--- src/rtl/qdr_pkg.sv ---
package qdr_pkg;
    localparam int BEATS = 4;
    typedef logic [1:0] beat_t;
    localparam beat_t FIRST_BEAT = 2'd0;
    localparam beat_t LAST_BEAT  = 2'd3;
endpackage

--- src/rtl/qdr_array.sv ---
module qdr_array #(
    parameter int DW = 18,
    parameter int AW = 6
) (
    input  logic          clk,
    input  logic          we,
    input  logic [AW-1:0] waddr,
    input  logic [DW-1:0] wdata,
    input  logic [AW-1:0] raddr,
    output logic [DW-1:0] rdata
);
    localparam int WORDS = 1 << AW;

    logic [DW-1:0] mem_q [WORDS];

    always_ff @(posedge clk) begin
        if (we) begin
            mem_q[waddr] <= wdata;
        end
    end

    assign rdata = mem_q[raddr];
endmodule

--- src/rtl/qdr_rd_pipe.sv ---
module qdr_rd_pipe #(
    parameter int DW    = 18,
    parameter int DEPTH = 4
) (
    input  logic          clk,
    input  logic          rst_n,
    input  logic          en,
    input  logic          in_v,
    input  logic [DW-1:0] in_d,
    output logic          out_v,
    output logic [DW-1:0] out_d
);
    typedef struct packed {
        logic [DEPTH-1:0]         v;
        logic [DEPTH-1:0][DW-1:0] d;
    } pipe_t;

    pipe_t pipe_d, pipe_q;

    always_comb begin
        pipe_d = pipe_q;
        if (en) begin
            pipe_d.v[0] = in_v;
            pipe_d.d[0] = in_d;
            for (int i = 1; i < DEPTH; i++) begin
                pipe_d.v[i] = pipe_q.v[i-1];
                pipe_d.d[i] = pipe_q.d[i-1];
            end
        end
    end

    always_ff @(posedge clk) begin
        if (!rst_n) begin
            pipe_q <= '0;
        end else begin
            pipe_q <= pipe_d;
        end
    end

    assign out_v = pipe_q.v[DEPTH-1];
    assign out_d = pipe_q.d[DEPTH-1];
endmodule

--- src/rtl/qdr_wake.sv ---
module qdr_wake #(
    parameter int LIMIT = 4096
) (
    input  logic clk,
    input  logic rst_n,
    input  logic k_stop,
    output logic ready
);
    localparam int CW = $clog2(LIMIT + 1);
    localparam logic [CW-1:0] FULL = CW'(LIMIT);

    logic [CW-1:0] cnt_d, cnt_q;

    always_comb begin
        cnt_d = cnt_q;
        if (k_stop) begin
            cnt_d = '0;
        end else if (cnt_q != FULL) begin
            cnt_d = cnt_q + 1'b1;
        end
    end

    always_ff @(posedge clk) begin
        if (!rst_n) begin
            cnt_q <= FULL;
        end else begin
            cnt_q <= cnt_d;
        end
    end

    assign ready = (cnt_q == FULL);
endmodule

--- src/rtl/qdr_burst_sram.sv ---
module qdr_burst_sram #(
    parameter int DW         = 18,
    parameter int AW         = 6,
    parameter int HALF_EXTRA = 0,
    parameter int RECOVER_K  = 2048
) (
    input  logic          clk,
    input  logic          rst_n,
    input  logic          k_stop,
    input  logic          rd_n,
    input  logic          wr_n,
    input  logic [AW-3:0] baddr,
    input  logic [DW-1:0] wdata,
    output logic [DW-1:0] rdata,
    output logic          rvalid,
    output logic          cq,
    output logic          cq_n,
    output logic          ready
);
    import qdr_pkg::*;

    localparam int BW         = AW - 2;
    localparam int LAT_TICKS  = 4 + HALF_EXTRA;
    localparam int WAKE_TICKS = 2 * RECOVER_K;

    typedef struct packed {
        logic          phase;
        logic          rd_act;
        beat_t         rd_cnt;
        logic [BW-1:0] rd_base;
        logic          wr_act;
        beat_t         wr_cnt;
        logic [BW-1:0] wr_base;
    } seq_t;

    seq_t          st_d, st_q;
    logic          run, rd_take, wr_take, fetch_v, wr_en;
    logic [AW-1:0] fetch_addr, wr_addr;
    logic [DW-1:0] fetch_data;
    logic          rd_busy, wr_busy;
    beat_t         wr_beat;

    always_comb begin
        st_d       = st_q;
        run        = !k_stop;
        rd_take    = run && ready && !st_q.phase && !rd_n &&
                     (!st_q.rd_act || st_q.rd_cnt == LAST_BEAT);
        wr_take    = run && ready && st_q.phase && !wr_n &&
                     (!st_q.wr_act || st_q.wr_cnt == LAST_BEAT);
        fetch_v    = run && st_q.rd_act;
        fetch_addr = {st_q.rd_base, st_q.rd_cnt};
        wr_en      = run && st_q.wr_act;
        wr_addr    = {st_q.wr_base, st_q.wr_cnt};
        if (run) begin
            st_d.phase = !st_q.phase;
            if (st_q.rd_act) begin
                st_d.rd_cnt = st_q.rd_cnt + 1'b1;
                if (st_q.rd_cnt == LAST_BEAT) st_d.rd_act = 1'b0;
            end
            if (rd_take) begin
                st_d.rd_act  = 1'b1;
                st_d.rd_cnt  = FIRST_BEAT;
                st_d.rd_base = baddr;
            end
            if (st_q.wr_act) begin
                st_d.wr_cnt = st_q.wr_cnt + 1'b1;
                if (st_q.wr_cnt == LAST_BEAT) st_d.wr_act = 1'b0;
            end
            if (wr_take) begin
                st_d.wr_act  = 1'b1;
                st_d.wr_cnt  = FIRST_BEAT;
                st_d.wr_base = baddr;
            end
        end
    end

    always_ff @(posedge clk) begin
        if (!rst_n) begin
            st_q <= '0;
        end else begin
            st_q <= st_d;
        end
    end

    assign cq      = st_q.phase;
    assign cq_n    = !st_q.phase;
    assign rd_busy = st_q.rd_act;
    assign wr_busy = st_q.wr_act;
    assign wr_beat = st_q.wr_cnt;

    qdr_array #(.DW(DW), .AW(AW)) u_array (
        .clk   (clk),
        .we    (wr_en),
        .waddr (wr_addr),
        .wdata (wdata),
        .raddr (fetch_addr),
        .rdata (fetch_data)
    );

    qdr_rd_pipe #(.DW(DW), .DEPTH(LAT_TICKS)) u_pipe (
        .clk   (clk),
        .rst_n (rst_n),
        .en    (run),
        .in_v  (fetch_v),
        .in_d  (fetch_data),
        .out_v (rvalid),
        .out_d (rdata)
    );

    qdr_wake #(.LIMIT(WAKE_TICKS)) u_wake (
        .clk    (clk),
        .rst_n  (rst_n),
        .k_stop (k_stop),
        .ready  (ready)
    );
endmodule

--- config.mk ---
export PLATFORM = sky130hd
export DESIGN_NAME = qdr_burst_sram
export DESIGN_NICKNAME = d
export VERILOG_FILES = /design/src/rtl/qdr_pkg.sv /design/src/rtl/qdr_array.sv /design/src/rtl/qdr_rd_pipe.sv /design/src/rtl/qdr_wake.sv /design/src/rtl/qdr_burst_sram.sv
export SDC_FILE = /design/constraint.sdc
export NUM_CORES = 1
export LEC_CHECK = 0
export ABC_CLOCK_PERIOD_IN_PS = 5200
export BUFFER_PORTS_ARGS = -buffer_cell sky130_fd_sc_hd__buf_2
export CORE_AREA = 5 5 261 390
export CTS_CLUSTER_DIAMETER = 150
export DETAILED_ROUTE_END_ITERATION = 6
export DIE_AREA = 0 0 266 395
export HOLD_SLACK_MARGIN = 0.15
export PLACE_DENSITY = 0.65
export SLEW_MARGIN = 20
export SYNTH_ARGS = -nofsm -noshare
export SYNTH_HDL_FRONTEND = slang
export SYNTH_SLANG_ARGS = --single-unit
export TNS_END_PERCENT = 5
--- constraint.sdc ---
create_clock -name clk -period 5.2 [get_ports clk]
set_input_delay 0.26 -clock clk [delete_from_list [all_inputs] [get_ports clk]]
set_output_delay 0.26 -clock clk [all_outputs]
set_load 0.03 [all_outputs]
==> results.yml, run 1 <==
die:
  num_io_pins: 49
  die_area_sq_mm: 0.105
  fp-row-count: 141
  die_width_um: 266
  fp.dieH_um: 395
  fp.coreArea_sq_mm: 0.0981
  initial_core_util_pct: 49.5
timing:
  finalSetupTns_ns: 0
  fin_worst_skew_ns: 0.0261
  slew_viol_final: 0
  final-setup-viol-count: 0
  relSlewSlack_pct: 23.9
  post-route-period-util_pct: 66.9
  rsz0062_at_grt: "false"
  fmax_mhz: 287
  finalCriticalPeriod_ns: 3.48
  hold_viol_final: 0
  worst-slew-pin-transition_ns: 1.14
grt:
  track_usage_pct: 22.9
  antenna_found_initial: 3
  grt_overflow: 0
  grt_max_degree: 146
  first_global_vias: 25600
  grt_pass1_wl_um: 177000
placement:
  gp_congestion: 0.845
  dp_cells: 3892
  io_buffers: 48
  dpl.hpwl_um: 70700
worst_setup_path:
  cp_max_fo: 36
  worstSetupPathType: "register to register"
  worstPathArrival_ns: 4.01
  rr_endpoint: "u_pipe.pipe_q[14]$_SDFFE_PN0N_"
  worst_setup_path_end_kind: "register"
  reg2reg_slack_ns: 1.72
  rr_startpoint: "fetch_addr[0]$_SDFFE_PN0P_"
  worstSetupStartpointType: "register"
  required_ns: 5.74
  r2r_cells: 6
detailed_routing:
  drt_iter0_drc: 2259
  ant_nets: 0
  dr_total_vias: 24900
  firstDrtPassIters: 7
  drc_errors: 0
  wire_per_inst_um: 29.6
  wirelength_um: 121000
  viasPerCell: 6.07
clock_tree:
  cts_sinks: 1256
  cts_buffers: 109
  clock_latency_ns: 0.70
  clk_path_buf_depth: 3
  clkTransAtPathRegs_ns: 0.07
  clock-root-buffer: "clkbuf_16"
  h-tree-depth: 3
  cts_tree: "yes"
power:
  p_int_mw: 15.9
  power.switching_mw: 4.12
  clockPowerShare_pct: 41.0
  irDropWorstVdd_uv: 279
  leakage_nw: 16.8
  combPwrFrac_pct: 3.7
  seqPwrFrac_pct: 55.3
  switching_share_pct: 20.5
  power.density_mw_per_mm2: 369
hold_path:
  hold_end: "fetch_addr[4]$_SDFFE_PN0P_"
  min_delay_path_depth: 5
  min_path_type: "primary input to register"
  hp-start: "rd_n"
logic_synthesis:
  syn_area_sq_mm: 0.0486
  async_flop_share_pct: 0
  synth_cell_types: 45
  synth_seq_area_share_pct: 75.5
  ys.flop_type: "edfxtp_1"
  syn_nets: 2657
  synth_warnings: 0
  synth-edff-count: 1152
  ys_ff_latch: 1256
  synth_area_per_cell_sq_um: 18.5
  syn_inst: 2626
finish:
  final_nets: 2754
  layout-drive-gt1-share_pct: 25.9
  fin_cells: 4102
  final.fill_count: 7455
  final_cell_mix: "edfxtp_1, mux2_2, mux4_2"
  final_common_cell: "edfxtp_1"
  synthToLayoutAreaGrowth_pct: 11.9
outcome:
  status: "finished clean"
run:
  maxCapViolCount: 0
==> logic make-up (layout without fill, tap and decap cells) <==
family | Yosys count | count (layout) | share of synthesized area (%)
fa+ha+maj | 4 | 4 | 0.103
compound gates | 365 | 365 | 5.13
flops | 1256 | 1256 | 75.5
mux | 427 | 427 | 13.1
simple gates | 382 | 382 | 4.20
buf+inv | 184 | 372 | 1.87
other cells | 0 | 1 | 0
xor+xnor | 8 | 8 | 0.144
==> critical path, stage by stage (launching register included) <==
cell      delay [ns]
dfxtp_4         0.88
buf_4           0.33
mux4_2          0.53
a22oi_1         0.45
o31ai_1         0.21
nor3_1          0.61
o221ai_1        0.23
==> synth_stat cells, types with 25 or more instances <==
library cell	count	area, sq um
clkbuf_1	80	300
o22ai_1	72	450
a211oi_1	72	541
a22o_1	36	315
a22oi_1	36	270
nor3_1	77	385
buf_4	25	188
buf_2	43	215
mux2i_1	67	671
dfxtp_1	104	2080
mux2_2	216	2430
nor2_1	79	297
o21ai_0	79	395
o31ai_1	36	270
mux4_2	144	3240
nand3_1	31	155
nor2b_1	142	888
edfxtp_1	1152	34600
==> power groups by stage <==
stage	Clock (mW)	Combinational, mW	Sequential, mW
final	8.21	0.749	11.1
after global routing	8.75	0.794	11.1
after CTS	8.33	0.757	11.1
after detailed placement	0	0.752	11.3
after global placement	0	0.731	11.3
after floorplan	0	0.402	11.3
==> worst max-delay path by stage <==
stage	depth (start not counted)	slack, ns	end	from
final	6	1.72	u_pipe.pipe_q[14]$_SDFFE_PN0N_	fetch_addr[0]$_SDFFE_PN0P_
after global routing	6	1.55	u_pipe.pipe_q[14]$_SDFFE_PN0N_	fetch_addr[0]$_SDFFE_PN0P_
after CTS	7	1.55	u_pipe.pipe_q[13]$_SDFFE_PN0N_	fetch_addr[0]$_SDFFE_PN0P_
after detailed placement	7	1.61	u_pipe.pipe_q[13]$_SDFFE_PN0N_	fetch_addr[0]$_SDFFE_PN0P_
after global placement	7	1.66	u_pipe.pipe_q[13]$_SDFFE_PN0N_	fetch_addr[0]$_SDFFE_PN0P_
after floorplan	5	2.52	u_array.mem_q[48][0]$_DFFE_PP_	k_stop
==> stage by stage <==
step / cell area, sq um / hold WS, ns / setup WS (ns) / util, % / power (mW)
2_1_floorplan: 48600 / 0.359 / 2.52 / - / 11.7
3_3_place_gp: 50600 / 0.484 / 1.66 / 51.6 / 12.0
3_5_place_dp: 50700 / 0.492 / 1.61 / 51.7 / 12.1
4_1_cts: 54300 / 0.158 / 1.55 / 55.4 / 20.2
5_1_grt: 54400 / 0.240 / 1.55 / 55.4 / 20.6
6_report: 54400 / 0.208 / 1.72 / 55.4 / 20.0
==> layer usage <==
metal / up-vias / track usage, % / wire [um]
met4: 0 / 11.0 / 6350
met5: - / 0 / 0
li1: 10700 / - / -
met2: 950 / 39.8 / 63100
met3: 207 / 3.02 / 7100
met1: 13000 / 28.6 / 44800
==> timing repair <==
item,CTS,global route
hold buffers,7,0
hold endpoints to repair,31,0
resized for setup,0,0
endpoints found under the setup margin,0,0
buffers inserted,0,0
==> final cells by class <==
type	instances	area, sq um	area share [%]
Antenna cell	1	2.50	0.00460
Clock buffer	133	2960	5.44
Clock inverter	69	658	1.21
Inverter	9	33.8	0.0622
Multi-Input combinational cell	1186	11200	20.6
Sequential cell	1256	36700	67.5
Tap cell	1287	1610	2.96
Timing Repair Buffer	161	1220	2.25
==> state kept, by name, summed over array words and instances, names as in the netlist, 2 cells and up <==
name,count
u_pipe.out_d,18
u_array.mem_q,1152
wr_beat,2
st_q,4
fetch_addr,6
u_wake.cnt_q,13
u_pipe.pipe_q,57
No activity file was read; power rests on OpenSTA's default activity.
==> run 2: changes to the inputs <==
--- a/config.mk
+++ b/config.mk
@@ -5,7 +5,7 @@
 export SDC_FILE = /design/constraint.sdc
 export NUM_CORES = 1
 export LEC_CHECK = 0
-export ABC_CLOCK_PERIOD_IN_PS = 5200
+export ABC_CLOCK_PERIOD_IN_PS = 3400
 export BUFFER_PORTS_ARGS = -buffer_cell sky130_fd_sc_hd__buf_2
 export CORE_AREA = 5 5 261 390
 export CTS_CLUSTER_DIAMETER = 150
==> constraint.sdc (replaced) <==
create_clock -name clk -period 3.4 [get_ports clk]
set_input_delay 0.17 -clock clk [delete_from_list [all_inputs] [get_ports clk]]
set_output_delay 0.17 -clock clk [all_outputs]
set_load 0.03 [all_outputs]
==> run 2 against run 1 <==
- the flow now finishes with violations (setup timing)
- clock power grew 46%
- clock skew is 0.0056 ns higher
- critical path depth rose by 1
- setup slack got worse by 1.8 ns
- core utilization up 0.57 points
- maximum frequency decreased by 0.14%
- largest cell class unchanged
==> results.yml, run 2 (synthesis gave the netlist of run 1 again) <==
finish:
  synthToLayoutAreaGrowth_pct: 13.0
  final.fill_count: 7438
  final_cell_mix: "edfxtp_1, mux2_2, buf_4"
  largest_register_ffs: 1152
  fin_cells: 4183
  max_flop_register: "u_array.mem_q"
  final_nets: 2836
  stdcell_area_sq_mm: 0.0549
  layout-drive-gt1-share_pct: 27.3
  final_util_pct: 56.0
  final_common_cell: "edfxtp_1"
worst_setup_path:
  cp_top_family: "simple AND/OR/NAND/NOR gates"
  required_ns: 3.95
  worstSetupPathType: "register to register"
  cp_max_fo: 55
  slowest_delay_ns: 0.87
  cpMostUsedCell: "buf_12"
  worstPathArrival_ns: 4.03
  worstSetupStartpointType: "register"
  crit_start: "fetch_addr[0]$_SDFFE_PN0P_"
  reg2reg_slack_ns: -0.08
  rr_startpoint: "fetch_addr[0]$_SDFFE_PN0P_"
  slowest_stage: "nor3_1"
  crit_chain: "buf_12 > buf_12 > mux4_2 > a22oi_1 > o31ai_1 > nor3_1 > o221ai_1"
  crit_buf_inv: 2
  worst_setup_path_end_kind: "register"
timing:
  fmax_mhz: 287
  fin_worst_skew_ns: 0.0316
  final-setup-viol-count: 1
  slew_viol_final: 0
  finalSetupTns_ns: -0.0838
  worst_slack_ns: -0.0838
  rsz0062_at_grt: "false"
  relSlewSlack_pct: 23.6
  worst-slew-pin-transition_ns: 1.14
  finalCriticalPeriod_ns: 3.48
  post-route-period-util_pct: 102
  hold_viol_final: 0
hold_path:
  min_path_type: "primary input to register"
  hp-start: "wdata[16]"
placement:
  dpl.hpwl_um: 72200
  dp_cells: 3956
  postPlaceCellArea_sq_mm: 0.0512
  io_buffers: 48
  gp_congestion: 0.863
grt:
  grt_max_degree: 105
  first_global_vias: 26000
  grt_pass1_wl_um: 176000
  track_usage_pct: 22.7
  antenna_found_initial: 6
  grt_overflow: 0
clock_tree:
  clk_path_buf_depth: 3
  cts_tree: "yes"
  h-tree-depth: 3
  clock-root-buffer: "clkbuf_16"
  clkTransAtPathRegs_ns: 0.07
  clock_latency_ns: 0.73
  cts_resized: 0
  post_cts_buffers: 0
  cts_buffers: 110
  cts_sinks: 1256
  cts-hold-fix-buffers: 21
run:
  maxCapViolCount: 0
die:
  fp-row-count: 141
  die_area_sq_mm: 0.105
  fp.dieH_um: 395
  initial_core_util_pct: 49.5
  num_io_pins: 49
  die_width_um: 266
  fp.coreArea_sq_mm: 0.0981
detailed_routing:
  ant_nets: 0
  wirelength_um: 120000
  drt_iter0_drc: 2453
  drc_errors: 0
  wire_per_inst_um: 28.8
  dr_total_vias: 25100
  firstDrtPassIters: 5
  viasPerCell: 6.01
outcome:
  violations: "setup timing"
  status: "complete, but fails checks"
power:
  leakage_nw: 17.2
  power.density_mw_per_mm2: 549
  irDropWorstVdd_uv: 403
## run 2: report_power, final
group / internal, mW / switching, mW / total [mW]
registers: 16.9 / 0.0520 / 16.9
clock network: 6.51 / 5.49 / 12.0
logic: 0.425 / 0.772 / 1.20
total: 23.8 / 6.32 / 30.1
## run 2: metal layers
layer / track usage [%] / share of wire [%] / vias up
met3: 2.88 / 5.8 / 218
met4: 10.7 / 5.0 / 2
met2: 39.7 / 52 / 914
met5: 0 / 0.010 / -
met1: 28.3 / 37 / 13100
li1: - / - / 10900
## run 2: through the flow
stage | setup slack (ns) | hold WS [ns] | total power [mW]
after global placement | 0.186 | 0.459 | 18.4
after floorplan | 0.811 | 0.269 | 17.9
after detailed placement | 0.0998 | 0.457 | 18.4
after CTS | 0.0828 | 0.153 | 30.4
after global routing | 0.0162 | 0.178 | 31.0
final | -0.0838 | 0.180 | 30.1
## run 2: final cells by class
type	count	area (sq um)	share of cell area, %
diodes	1	2.50	0.00456
clock buffers	140	2970	5.42
clock inverters	62	473	0.861
inverters	9	33.8	0.0615
multi-input cells	1186	11100	20.3
flip-flops and latches	1256	36700	66.8
well taps	1287	1610	2.93
repair buffers	242	2020	3.67
## run 2: worst paths after layout
path,cells after the start,end
max,7,u_pipe.pipe_q[17]$_SDFFE_PN0N_
min,1,u_array.mem_q[51][16]$_DFFE_PP_
max reg2reg,7,u_pipe.pipe_q[17]$_SDFFE_PN0N_
min reg2reg,2,u_wake.cnt_q[10]$_SDFFE_PP0P_
